## src/rtl/mdma_pkg.sv

```systemverilog
package mdma_pkg;

    typedef enum logic [1:0] {
        ST_IDLE   = 2'd0,
        ST_LEAD   = 2'd1,
        ST_STROBE = 2'd2,
        ST_RECOV  = 2'd3
    } mdma_state_e;

endpackage

```

## src/rtl/mdma_sync.sv

```systemverilog
module mdma_sync #(
    parameter int STAGES = 2
) (
    input  logic clk,
    input  logic rst_n,
    input  logic d,
    output logic q
);
    localparam int LAST = STAGES - 1;

    logic [STAGES-1:0] chain_d, chain_q;

    generate
        if (STAGES == 1) begin : g_single
            always_comb chain_d = d;
        end else begin : g_multi
            always_comb chain_d = {chain_q[STAGES-2:0], d};
        end
    endgenerate

    always_ff @(posedge clk or negedge rst_n) begin
        if (!rst_n) chain_q <= '0;
        else        chain_q <= chain_d;
    end

    assign q = chain_q[LAST];
endmodule

```

## src/rtl/mdma_tsel.sv

```systemverilog
module mdma_tsel #(
    parameter int TW = 8
) (
    input  logic          sel,
    input  logic [TW-1:0] tm_a,
    input  logic [TW-1:0] td_a,
    input  logic [TW-1:0] teoc_a,
    input  logic [TW-1:0] tm_b,
    input  logic [TW-1:0] td_b,
    input  logic [TW-1:0] teoc_b,
    output logic [TW-1:0] tm,
    output logic [TW-1:0] td,
    output logic [TW-1:0] teoc
);
    localparam int NSET = 2;

    logic [TW-1:0] tm_set [NSET];
    logic [TW-1:0] td_set [NSET];
    logic [TW-1:0] eoc_set[NSET];

    always_comb begin
        tm_set[0]  = tm_a;   tm_set[1]  = tm_b;
        td_set[0]  = td_a;   td_set[1]  = td_b;
        eoc_set[0] = teoc_a; eoc_set[1] = teoc_b;
        tm   = tm_set[sel];
        td   = td_set[sel];
        teoc = eoc_set[sel];
    end
endmodule

```

## src/rtl/mdma_rxreg.sv

```systemverilog
module mdma_rxreg #(
    parameter int DW = 16
) (
    input  logic          clk,
    input  logic          rst_n,
    input  logic          capture,
    input  logic [DW-1:0] din,
    input  logic          pop,
    output logic [DW-1:0] dout,
    output logic          valid
);
    typedef struct packed {
        logic          full;
        logic [DW-1:0] word;
    } rx_t;

    rx_t rx_d, rx_q;

    always_comb begin
        rx_d = rx_q;
        if (rx_q.full && pop) rx_d.full = 1'b0;
        if (capture) begin
            rx_d.full = 1'b1;
            rx_d.word = din;
        end
    end

    always_ff @(posedge clk or negedge rst_n) begin
        if (!rst_n) rx_q <= '0;
        else        rx_q <= rx_d;
    end

    assign dout  = rx_q.word;
    assign valid = rx_q.full;

    // the sequencer never captures into an occupied register
    a_r6_no_overwrite: assert property (@(posedge clk) disable iff (!rst_n)
        capture |-> !rx_q.full);
endmodule

```

## src/rtl/mdma_engine.sv

```systemverilog
module mdma_engine
    import mdma_pkg::*;
#(
    parameter int TW          = 8,
    parameter int DW          = 16,
    parameter int SYNC_STAGES = 2
) (
    input  logic          clk,
    input  logic          rst_n,
    input  logic          en,
    input  logic          dir_rd,
    input  logic          dev_sel,
    input  logic [TW-1:0] tm_a,
    input  logic [TW-1:0] td_a,
    input  logic [TW-1:0] teoc_a,
    input  logic [TW-1:0] tm_b,
    input  logic [TW-1:0] td_b,
    input  logic [TW-1:0] teoc_b,
    input  logic          dmarq,
    input  logic [DW-1:0] wr_data,
    input  logic          wr_valid,
    output logic          wr_ack,
    input  logic [DW-1:0] dd_in,
    output logic [DW-1:0] rd_data,
    output logic          rd_valid,
    input  logic          rd_ready,
    output logic          dmack_n,
    output logic          dior_n,
    output logic          diow_n,
    output logic [DW-1:0] dd_out,
    output logic          dd_oe,
    output logic          tip
);
    localparam logic [TW-1:0] CNT_ZERO = '0;

    typedef struct packed {
        mdma_state_e   st;
        logic [TW-1:0] cnt;
        logic          set;
        logic          rd;
        logic [DW-1:0] dd;
        logic          ack_n;
        logic          rstb_n;
        logic          wstb_n;
        logic          oe;
        logic          busy;
    } ctl_t;

    ctl_t cq, cd;

    logic          req_s;
    logic          tsel;
    logic [TW-1:0] cur_tm, cur_td, cur_teoc;
    logic          capture;
    logic          wr_take;
    logic          go_strobe;
    logic          room;
    logic          cnt_done;

    function automatic logic [TW-1:0] phase_load(input logic [TW-1:0] t);
        return (t == CNT_ZERO) ? CNT_ZERO : t - 1'b1;
    endfunction

    mdma_sync #(.STAGES(SYNC_STAGES)) u_req_sync (
        .clk  (clk),
        .rst_n(rst_n),
        .d    (dmarq),
        .q    (req_s)
    );

    assign tsel = (cq.st == ST_IDLE) ? dev_sel : cq.set;

    mdma_tsel #(.TW(TW)) u_tsel (
        .sel   (tsel),
        .tm_a  (tm_a),
        .td_a  (td_a),
        .teoc_a(teoc_a),
        .tm_b  (tm_b),
        .td_b  (td_b),
        .teoc_b(teoc_b),
        .tm    (cur_tm),
        .td    (cur_td),
        .teoc  (cur_teoc)
    );

    mdma_rxreg #(.DW(DW)) u_rx (
        .clk    (clk),
        .rst_n  (rst_n),
        .capture(capture),
        .din    (dd_in),
        .pop    (rd_ready),
        .dout   (rd_data),
        .valid  (rd_valid)
    );

    always_comb begin
        cd        = cq;
        capture   = 1'b0;
        wr_take   = 1'b0;
        go_strobe = 1'b0;
        cnt_done  = (cq.cnt == CNT_ZERO);
        room      = cq.rd ? !rd_valid : wr_valid;

        case (cq.st)
            ST_IDLE: begin
                if (req_s) begin
                    cd.st    = ST_LEAD;
                    cd.set   = dev_sel;
                    cd.rd    = dir_rd;
                    cd.ack_n = 1'b0;
                    cd.busy  = 1'b1;
                    cd.oe    = !dir_rd;
                    cd.cnt   = phase_load(cur_tm);
                end
            end
            ST_LEAD: begin
                if (!cnt_done)  cd.cnt = cq.cnt - 1'b1;
                else if (room)  go_strobe = 1'b1;
            end
            ST_STROBE: begin
                if (!cnt_done) begin
                    cd.cnt = cq.cnt - 1'b1;
                end else begin
                    cd.st     = ST_RECOV;
                    cd.cnt    = phase_load(cur_teoc);
                    cd.rstb_n = 1'b1;
                    cd.wstb_n = 1'b1;
                    capture   = cq.rd;
                end
            end
            ST_RECOV: begin
                if (!cnt_done) begin
                    cd.cnt = cq.cnt - 1'b1;
                end else if (!req_s) begin
                    cd.st    = ST_IDLE;
                    cd.ack_n = 1'b1;
                    cd.busy  = 1'b0;
                    cd.oe    = 1'b0;
                end else if (room) begin
                    go_strobe = 1'b1;
                end
            end
            default: cd.st = ST_IDLE;
        endcase

        if (go_strobe) begin
            cd.st     = ST_STROBE;
            cd.cnt    = phase_load(cur_td);
            cd.rstb_n = !cq.rd;
            cd.wstb_n = cq.rd;
            if (!cq.rd) begin
                cd.dd   = wr_data;
                wr_take = 1'b1;
            end
        end

        if (!en) begin
            cd.st     = ST_IDLE;
            cd.cnt    = CNT_ZERO;
            cd.ack_n  = 1'b1;
            cd.rstb_n = 1'b1;
            cd.wstb_n = 1'b1;
            cd.oe     = 1'b0;
            cd.busy   = 1'b0;
            capture   = 1'b0;
            wr_take   = 1'b0;
        end
    end

    always_ff @(posedge clk or negedge rst_n) begin
        if (!rst_n) begin
            cq        <= '0;
            cq.st     <= ST_IDLE;
            cq.ack_n  <= 1'b1;
            cq.rstb_n <= 1'b1;
            cq.wstb_n <= 1'b1;
        end else begin
            cq <= cd;
        end
    end

    assign wr_ack  = wr_take;
    assign dmack_n = cq.ack_n;
    assign dior_n  = cq.rstb_n;
    assign diow_n  = cq.wstb_n;
    assign dd_out  = cq.dd;
    assign dd_oe   = cq.oe;
    assign tip     = cq.busy;

    // strobes are exclusive
    a_r3_one_strobe: assert property (@(posedge clk) disable iff (!rst_n)
        !(!dior_n && !diow_n));
    // a strobe only inside an acknowledged burst
    a_r3_strobe_in_burst: assert property (@(posedge clk) disable iff (!rst_n)
        (!dior_n || !diow_n) |-> !dmack_n);
    // disable empties the bus next cycle
    a_r8_disable_idles: assert property (@(posedge clk) disable iff (!rst_n)
        !en |=> (dmack_n && dior_n && diow_n && !tip && !dd_oe));
    // a taken word starts a write strobe
    a_r7_ack_starts_write: assert property (@(posedge clk) disable iff (!rst_n)
        wr_ack |=> !diow_n);
    // bus drive never overlaps a read strobe
    a_r7_oe_not_read: assert property (@(posedge clk) disable iff (!rst_n)
        dd_oe |-> dior_n);
    // acknowledge released only for a dropped request or disable
    a_r4_release_cause: assert property (@(posedge clk) disable iff (!rst_n)
        $rose(dmack_n) |-> ($past(!req_s) || $past(!en)));
    // a read strobe never starts into a full receive register
    a_r6_read_needs_room: assert property (@(posedge clk) disable iff (!rst_n)
        $fell(dior_n) |-> $past(!rd_valid));
endmodule

```

## config.mk

```make
export PLATFORM = sky130hd
export DESIGN_NAME = mdma_engine
export DESIGN_NICKNAME = d
export VERILOG_FILES = /design/src/rtl/mdma_pkg.sv /design/src/rtl/mdma_sync.sv /design/src/rtl/mdma_tsel.sv /design/src/rtl/mdma_rxreg.sv /design/src/rtl/mdma_engine.sv
export SDC_FILE = /design/constraint.sdc
export NUM_CORES = 1
export LEC_CHECK = 0
export ABC_CLOCK_PERIOD_IN_PS = 3990
export BUFFER_PORTS_ARGS = -buffer_cell sky130_fd_sc_hd__buf_4
export CORE_AREA = 2 2 106 108
export CTS_BUF_LIST = sky130_fd_sc_hd__clkbuf_8 sky130_fd_sc_hd__clkbuf_16
export DETAILED_ROUTE_END_ITERATION = 10
export DIE_AREA = 0 0 108 110
export SETUP_SLACK_MARGIN = 0.2
export SYNTH_ARGS = -nofsm -noshare
export SYNTH_HDL_FRONTEND = slang
export SYNTH_HIERARCHICAL = 1
export SYNTH_SLANG_ARGS = --single-unit
```

## constraint.sdc

```tcl
create_clock -name clk -period 3.99 [get_ports clk]
set_clock_uncertainty 0.05 [all_clocks]
set_input_delay 0.798 -clock clk [delete_from_list [all_inputs] [get_ports clk]]
set_output_delay 0.798 -clock clk [all_outputs]
set_load 0.03 [all_outputs]
```

==> summary.md, run 1 <==
| Metric | Value |
|---|---|
| Vias in the first global route | 3069 |
| Routed wire length | 8980 um |
| Unrepaired setup endpoints after global routing | no |
| Critical-path top delay cell | or3b_2 |
| Num rows | 38 |
| Overall Global Routing Usage | 15.00% |
| Asr flop ratio synth | 100.0% |
| Slowest stage delay, CP | 0.50 ns |
| Port Buffers | 126 |
| R2R setup slack | 0.36 ns |
| Post-DP Area | 4652 sq um |
| Crit start category | flop |
| Post-synthesis register bit count | 52 |
| Max-slew violations | 0 |
| CP cell instances | inv_2 > ha_2 > mux2_4 > buf_12 > mux2_4 > inv_1 > ha_1 > or3b_2 > o31a_1 > o41a_1 > a32o_1 > a32o_1 |
| First-pass detailed-route iteration total | 4 |
| Crit path DAT | 3.78 ns |
| M2 GR Usage | 24.44% |
| Flop pwr share | 28.6% |
| Core ar. | 10700 sq um |
| GR Layer Usage met3 | 3.586% |
| CP Capture Type | flop |
| Pwr Total | 3.140 mW |
| Top post-synthesis cells by area | dfrtp_1 33%, mux2_4 12%, mux2_2 9.4%, ha_1 4.1%, buf_4 3.4% |
| Clk Latency, worst-skew pair | 0.31 ns |
| Root Driver | clkbuf_8 |
| Combinational share of power | 61.4% |
| H-Tree Depth | 2 |
| Tmin final | 3.630 ns |
| Via count | 3057 |
| Slew @ Worst Pin | 0.7594 ns |
| DRC viols | 0 |
| Critical Path RT | 4.14 ns |
| Hold slack final | 0.3243 ns |
| CTS buffer count | 5 |
| Clock power frac | 10.0% |
| Post-synth top flop | dfrtp_1 |
| Diodes inserted | 0 |
| Hold Fails Final Rpt | 0 |
| Clock transition at the registers of the reported paths | 0.10 ns |
| Synth Warn # | 6 |
| Mapped Cells | 347 |
| Initial drt markers | 110 |
| FILL cells | 1029 |
| Area grow syn2layout | 28.90% |
| Initial antenna violation count | 0 |
| Layout cell share with drive strength beyond 1 | 47.62% |
| IO Pins | 127 |
| Max-cap violations | 0 |
| Wirelength per Cell | 14.92 um |
| Final core occ | 44.60% |
| Crit path max fanout | 18 |
| Design area | 4771 sq um |
| Sw Ratio | 44.24% |
| Crit Path Category | flop to flop |
| CTS tree | built |
| Psw | 1.389 mW |
| Leading area contributor after synthesis | dfrtp_1 |
| Pint | 1.751 mW |
| Max Freq | 0.2755 GHz |
| Sequential cell area fraction in the yosys report | 35.26% |
| Placer Congestion | 0.8136 |
| GRT busiest layer | met2 |
| Mean Syn Cell Area | 10.67 sq um |
| Post-synth EDFFs | 0 |
| CTS Sinks | 52 |
| Synth top area share | 33.13% |
| Vias per Instance | 5.078 |
| Fin crit share | 90.97% |
| Chip width | 108 um |
| # setup viols final | 0 |
| Worst slack at placement | 0.1815 ns |
| Top post-synthesis cells by count | 49 x dfrtp_1, 31 x mux2_2, 29 x mux2_4 |
| VDD IR-drop max | 0.4224 mV |
| Final worst setup slack | 0.3602 ns |
| First-pass GRT wire length | 14410 um |
| Rel. slew slack | 48.66% |
| Post-Syn Area | 3701 sq um |
| Post-Layout Cell Count | 602 |
| Die area | 11880 sq um |
| Overflow left after global routing | 0 |
| Largest net degree at the start of global routing | 53 |
| Leakage | 2.246 nW |
| Worst hold path class | flop to flop |
| Clock Path Buffers | 2 |
| Pwr per Cell Area | 658.2 nW/um^2 |
| GR Util met1 | 20.41% |
| Setup TNS | 0 ns |
| Placed cell count | 592 |
| Initial core utilization | 34.60% |
| Syn_nets | 447 |
| Status | completed |
| Final ANT Viol Nets | 0 |
| Most frequent cell after synthesis | dfrtp_1 |
| Post-DP HPWL | 6804 um |
| Library cells used by synthesis | 67 |
| Die height | 110 um |
| Nets | 561 |
## layout by cell type, fill, tap and decap left out, types with 4 or more instances in the layout
| master | synthesis | routed |
|---|---|---|
| mux2_4 | 29 | 30 |
| nor3_1 | 8 | 8 |
| dfrtp_1 | 49 | 48 |
| nor2_1 | 20 | 20 |
| or3_1 | 5 | 5 |
| a2111oi_0 | 4 | 4 |
| buf_4 | 17 | 134 |
| clkbuf_8 | 0 | 5 |
| mux2_2 | 31 | 30 |
| ha_1 | 12 | 11 |
| inv_1 | 18 | 18 |
| a21oi_1 | 12 | 12 |
| xnor2_1 | 6 | 6 |
| or4_1 | 4 | 4 |
| nand2_1 | 14 | 14 |
| nand2b_1 | 4 | 4 |
| o21ai_0 | 11 | 11 |
| a211oi_1 | 6 | 6 |
| nand3_1 | 8 | 8 |
## routing by layer
metal / wire, um / vias to the layer above
met2: 4116 / 106
met1: 4074 / 1432
met5: 0 / -
met4: 88 / 0
li1: - / 1510
met3: 700 / 9
## worst max-delay path: cells and delay by family, from the launching register on
kind,cells,cell delay (ns)
buffers and inverters,3,0.36
AOI/OAI and AO/OA,4,1.05
adders and majority gates,2,0.39
DFF,1,0.46
and+or+nand+nor,1,0.50
muxes,2,0.70
## state kept, by name (all words and copies together), names as in the netlist
register            flops
cq                     12
dd_oe                   1
dd_out                 16
dior_n                  1
diow_n                  1
dmack_n                 1
tip                     1
u_req_sync/chain_q      2
u_rx/dout              16
u_rx/valid              1
## repair_timing
item	4_1_cts	5_1_grt
setup buffers	0	2
pin swaps	0	0
endpoints found under the setup margin	2	5
gates resized for setup	2	3
hold buffers	0	0
## cell type report
class                           instances  area, sq um  share of cell area (%)
Inverter                               18        67.56                   1.416
Multi-Input combinational cell        249         2106                   44.14
Clock inverter                          3        21.27                  0.4458
Sequential cell                        52         1306                   27.38
Tap cell                              140        175.2                   3.672
Timing Repair Buffer                  135         1026                   21.51
Clock buffer                            5        68.82                   1.442
## cells by family after synthesis
group	after synthesis	share of synthesized area [%]
AOI/OAI and AO/OA	76	14.91
buffers and inverters	46	8.181
and+or+nand+nor	92	14.23
muxes	61	21.47
DFF	52	35.26
adders and majority gates	12	4.057
xor gates and xnor gates	8	1.893
## final timing paths
path / cells past startpoint / end / from
setup reg to reg: 12 / cq[29] / cq[31]
hold / removal: 0 / u_req_sync/chain_q[1] / u_req_sync/chain_q[0]
max in group asynchronous: 1 / cq[31] / rst_n
setup / recovery: 12 / cq[29] / cq[31]
min in group asynchronous: 1 / dd_out[2] / rst_n
hold reg to reg: 0 / u_req_sync/chain_q[1] / u_req_sync/chain_q[0]
## power by group through the flow
| stage | logic, mW | clock network [mW] | registers [mW] |
|---|---|---|---|
| 2_1_floorplan | 1.30 | 0 | 1.05 |
| 3_3_place_gp | 1.90 | 0 | 0.899 |
| 3_5_place_dp | 1.91 | 0 | 0.899 |
| 4_1_cts | 1.93 | 0.329 | 0.898 |
| 5_1_grt | 2.09 | 0.350 | 0.934 |
| 6_report | 1.93 | 0.314 | 0.897 |
(Power assumes the default switching activity.)
==> inputs of run 2 (changes only) <==
==> constraint.sdc (replaced) <==
create_clock -name clk -period 3.99 [get_ports clk]
set_clock_uncertainty 0.05 [all_clocks]
set_input_delay 0 -clock clk [delete_from_list [all_inputs] [get_ports clk]]
set_output_delay 0 -clock clk [all_outputs]
set_load 0.03 [all_outputs]
==> run 2 against run 1 <==
Against the previous run: non-clock buffer count up 37; via count up 6.5%; sequential cell count unchanged; global-route usage up 1.2 points; clock-buffer cell count unchanged; final area up 8.6%; sequential power up 0.4%; final cell count up 6.0%; register-to-register slack about the same; largest cell class unchanged.
==> summary.md, run 2 (same netlist as run 1, synthesis figures left out) <==
| Metric | Value |
|---|---|
| Crit Path Category | flop to flop |
| CTS tree | built |
| DR WL met3 | 680 um |
| CTS buffer count | 5 |
| Critical-path top delay cell | or3b_2 |
| Initial antenna violation count | 0 |
| Routed length on met2 | 4548 um |
| Clk Latency, worst-skew pair | 0.30 ns |
| Crit-path leading delay family | compound AO/OA/AOI/OAI gates |
| Rel. slew slack | 41.90% |
| Final ANT Viol Nets | 0 |
| Vias per Instance | 5.105 |
| Overflow left after global routing | 0 |
| Pwr per Cell Area | 637.3 nW/um^2 |
| Post-DP Area | 4644 sq um |
| Nets | 598 |
| Crit path DAT | 3.78 ns |
| Die height | 110 um |
| DRC viols | 0 |
| Root Driver | clkbuf_8 |
| Max Freq | 0.2752 GHz |
| Tmin final | 3.634 ns |
| Diodes inserted | 0 |
| Clock Path Buffers | 2 |
| Fin crit share | 91.08% |
| Routed wire length | 9626 um |
| H-Tree Depth | 2 |
| # setup viols final | 0 |
| Slowest stage delay, CP | 0.50 ns |
| Wirelength per Cell | 15.09 um |
| Commonest cells after routing, fill and taps aside | 133 x buf_4, 48 x dfrtp_1, 38 x dlygate4sd3_1, 30 x mux2_4, 30 x mux2_2 |
| Max-slew violations | 0 |
| Hold Fails Final Rpt | 0 |
| Setup TNS | 0 ns |
| Layout cell share with drive strength beyond 1 | 43.57% |
| Crit path max fanout | 18 |
| Post-DP HPWL | 6843 um |
| Leading cell type in the layout, fill and taps excluded | buf_4 |
| Worst hold path class | input port to flop |
| CP cell instances | inv_1 > ha_1 > mux2_4 > buf_12 > mux2_4 > inv_1 > ha_1 > or3b_2 > o31a_1 > o41a_1 > a32o_1 > a32o_1 |
| VDD IR-drop max | 0.3733 mV |
| Slew @ Worst Pin | 0.8594 ns |
| Via count | 3257 |
| Chip width | 108 um |
| Clock transition at the registers of the reported paths | 0.10 ns |
| Num rows | 38 |
| Status | completed |
| Pwr Total | 3.302 mW |
| M1 WL | 4273 um |
| Overall Global Routing Usage | 16.24% |
| CP bufs+invs | 3 |
| Core ar. | 10700 sq um |
| Largest net degree at the start of global routing | 53 |
| Uppermost layer routed | met4 |
| Critical Path RT | 4.14 ns |
| CTS Sinks | 52 |
| First-pass GRT wire length | 15580 um |
| Unrepaired setup endpoints after global routing | no |
| Crit start category | flop |
| Die area | 11880 sq um |
| Placer Congestion | 0.8104 |
| Area grow syn2layout | 39.99% |
| First-pass detailed-route iteration total | 4 |
| Initial core utilization | 34.60% |
| IO Pins | 127 |
| Leakage | 2.415 nW |
| CP Capture Type | flop |
| Post-Layout Cell Count | 638 |
| Placed cell count | 591 |
| Vias in the first global route | 3338 |
| Design area | 5181 sq um |
| Initial drt markers | 124 |
| Port Buffers | 126 |
| Max-cap violations | 0 |
[run 2: worst reg2reg max path, delay by kind of cell, from the launching register on]
family	cells	cell delay (ns)
buffers and inverters	3	0.37
flip-flops	1	0.46
AO/OA/AOI/OAI	4	1.03
AND/OR/NAND/NOR	1	0.50
multiplexers	2	0.72
adder cells (fa/ha/maj)	2	0.41
[run 2: power by group]
group          leakage [nW]  internal [mW]  switching, mW  total [mW]
Sequential            0.671          0.742          0.159       0.901
Combinational          1.68          0.906           1.07        1.97
Clock                0.0642          0.247          0.179       0.427
[run 2: cell type report]
cell class | count | area [sq um]
tap | 140 | 175.2
fill | 991 | 5517
clock buffer | 5 | 68.82
timing repair buffer | 172 | 1399
sequential | 52 | 1306
inverter | 18 | 67.56
multi-input combinational | 249 | 2105
clock inverter | 2 | 60.06
[run 2: worst paths after layout]
check / slack, ns / cells past startpoint / startpoint / to
min in group asynchronous: 0.24 / 2 / rst_n / dd_out[2]
hold / removal: 0.16 / 4 / td_b[0] / cq[23]
hold reg to reg: 0.31 / 0 / u_req_sync/chain_q[0] / u_req_sync/chain_q[1]
setup reg to reg: 0.36 / 12 / cq[31] / cq[29]
max in group asynchronous: 3.16 / 2 / rst_n / cq[31]
setup / recovery: 0.36 / 12 / cq[31] / cq[29]
[run 2: repair_timing]
item	in CTS	in global routing
endpoints found under the hold margin	91	0
hold buffers	38	0
setup endpoints to repair	1	5
resized for setup	1	3
buffers inserted	0	2
pin swaps	0	0
[run 2: per-stage QoR]
stage               hold slack, ns  worst slack, ns  util, %
finish                      0.1558           0.3558    48.43
global route                0.1568           0.2024    48.43
CTS                         0.1363           0.2445    48.23
detailed placement         0.03120           0.1604    43.42
global placement           0.02568           0.3102    43.42
floorplan                  -0.3456           0.2811        -
[run 2: routing by layer]
layer | track usage (%) | vias up
met3 | 3.410 | 12
met2 | 28.12 | 105
li1 | - | 1575
met5 | 0 | -
met1 | 20.76 | 1565
met4 | 4.029 | 0
==> inputs of run 3 (changes only) <==
--- a/config.mk
+++ b/config.mk
@@ -7,10 +7,11 @@
 export LEC_CHECK = 0
 export ABC_CLOCK_PERIOD_IN_PS = 3990
 export BUFFER_PORTS_ARGS = -buffer_cell sky130_fd_sc_hd__buf_4
-export CORE_AREA = 2 2 106 108
+export CORE_AREA = 2 2 93 95
 export CTS_BUF_LIST = sky130_fd_sc_hd__clkbuf_8 sky130_fd_sc_hd__clkbuf_16
 export DETAILED_ROUTE_END_ITERATION = 10
-export DIE_AREA = 0 0 108 110
+export DIE_AREA = 0 0 95 97
+export PLACE_DENSITY = 0.76
 export SETUP_SLACK_MARGIN = 0.2
 export SYNTH_ARGS = -nofsm -noshare
 export SYNTH_HDL_FRONTEND = slang
==> run 3 against run 2 <==
Against the previous run: via count grew 4.5%; non-clock buffer count grew 5; hold slack lost 0.014 ns; register-to-register slack is essentially flat; sequential cell count is the same; critical path depth is the same; sequential power grew 0.4%; clock power shrank 23%; utilization grew 15 points; first-iteration DRC count shrank 4.0%; critical path type unchanged; largest cell class unchanged; largest power group unchanged; highest routed layer unchanged.
==> summary.md, run 3 (same netlist as run 1, synthesis figures left out) <==
| Metric | Value |
|---|---|
| Pwr per Cell Area | 638.3 nW/um^2 |
| Hold Fails Final Rpt | 0 |
| Post-DP Area | 4596 sq um |
| R2R Path Start | cq[31] |
| Crit start category | flop |
| Root Driver | clkbuf_8 |
| HP Start | td_b[0] |
| Wirelength per Cell | 16.69 um |
| First-pass GRT wire length | 16380 um |
| CTS Sinks | 52 |
| Slew @ Worst Pin | 0.9620 ns |
| Clk Latency, worst-skew pair | 0.32 ns |
| VDD IR-drop max | 0.3610 mV |
| Crit path DAT | 3.78 ns |
| Die area | 9215 sq um |
| Placer Congestion | 0.8810 |
| Tmin final | 3.622 ns |
| Vias in the first global route | 3517 |
| Largest net degree at the start of global routing | 53 |
| Die height | 97 um |
| Initial antenna violation count | 0 |
| IO Pins | 127 |
| Status | completed |
| Overflow left after global routing | 0 |
| Unrepaired setup endpoints after global routing | no |
| H-Tree Depth | 2 |
| Post-DP HPWL | 7072 um |
| Max Freq | 0.2761 GHz |
| Fin crit share | 90.78% |
| Crit Path Category | flop to flop |
| DRC viols | 0 |
| Setup TNS | 0 ns |
| Nets | 604 |
| Design area | 5171 sq um |
| Initial drt markers | 119 |
| Max-slew violations | 0 |
| Final ANT Viol Nets | 0 |
| Diodes inserted | 0 |
| Leakage | 2.424 nW |
| Commonest cells after routing, fill and taps aside | 139 x buf_4, 48 x dfrtp_1, 38 x dlygate4sd3_1, 31 x mux2_2, 30 x mux2_4 |
| Max-cap violations | 0 |
| Vias per Instance | 5.580 |
| Core ar. | 8134 sq um |
| CTS tree | built |
| Clock Path Buffers | 2 |
| Chip width | 95 um |
| Routed wire length | 10180 um |
| Initial core utilization | 45.50% |
| Port Buffers | 126 |
| Num rows | 33 |
| CP Capture Type | flop |
| Leading cell type in the layout, fill and taps excluded | buf_4 |
| Layout cell share with drive strength beyond 1 | 44.75% |
| Worst hold path class | input port to flop |
| Via count | 3404 |
| Worst setup startpoint | cq[31] |
| First-pass detailed-route iteration total | 4 |
| Overall Global Routing Usage | 22.14% |
| # setup viols final | 0 |
| Critical Path RT | 4.15 ns |
| Crit path max fanout | 7 |
| Clock transition at the registers of the reported paths | 0.10 ns |
| Rel. slew slack | 34.96% |
| Pwr Total | 3.301 mW |
| Area grow syn2layout | 39.72% |
| CTS buffer count | 5 |
-- run 3: metal layers --
| layer | global-route usage (%) | wire (um) | vias up | part of all wire, % |
|---|---|---|---|---|
| li1 | - | - | 1598 | - |
| met1 | 27.77 | 4196 | 1629 | 41 |
| met2 | 37.64 | 4910 | 155 | 48 |
| met3 | 4.907 | 875 | 22 | 8.6 |
| met4 | 6.689 | 200 | 0 | 2.0 |
| met5 | 0 | 0 | - | 0 |
-- run 3: final timing paths --
path                                    endpoint  slack [ns]  cells after the start
hold / removal                            cq[23]        0.14                      4
min in group asynchronous           u_rx/dout[1]        0.24                      2
setup reg to reg                          cq[29]        0.37                     12
setup / recovery                          cq[29]        0.37                     12
hold reg to reg            u_req_sync/chain_q[1]        0.31                      0
max in group asynchronous                 cq[31]        3.17                      2
-- run 3: layout make-up --
class | count | area (sq um)
clock buffer | 5 | 68.82
clock inverter | 3 | 27.53
fill | 648 | 2963
inverter | 18 | 67.56
multi-input combinational | 250 | 2146
sequential | 52 | 1306
tap | 105 | 131.4
timing repair buffer | 177 | 1424
-- run 3: worst max-delay path, cell delays in order, from the launching register on --
cell and delay, ns:
dfrtp_2 0.46, inv_1 0.15, ha_4 0.19, mux2_4 0.37, buf_4 0.18, mux2_4 0.31
inv_1 0.08, ha_1 0.18, or3b_2 0.50, o31a_1 0.25, o41a_1 0.32, a32o_1 0.26
a32o_1 0.20
-- run 3: timing repair --
| item | CTS | global route |
|---|---|---|
| hold buffers | 38 | 0 |
| buffers inserted | 0 | 6 |
| endpoints found under the setup margin | 4 | 8 |
| cloned | 0 | 1 |
| gates resized for setup | 3 | 7 |
| hold endpoints to repair | 92 | 0 |
-- run 3: metrics by stage --
step / hold slack (ns) / util [%] / setup slack, ns / std cells
after CTS: 0.1327 / 62.50 / 0.2606 / 603
after global routing: 0.1337 / 63.57 / 0.2446 / 610
after detailed placement: 0.03040 / 56.50 / 0.05765 / 557
after floorplan: -0.3456 / - / 0.2811 / 347
final: 0.1415 / 63.57 / 0.3678 / 610
after global placement: 0.02147 / 56.50 / 0.1493 / 557
-- run 3: report_power, final --
group	switching [mW]	leakage [nW]	total, mW	internal (mW)
clock	0.199	0.0463	0.328	0.129
sequential	0.164	0.671	0.905	0.741
combinational	1.12	1.71	2.07	0.951
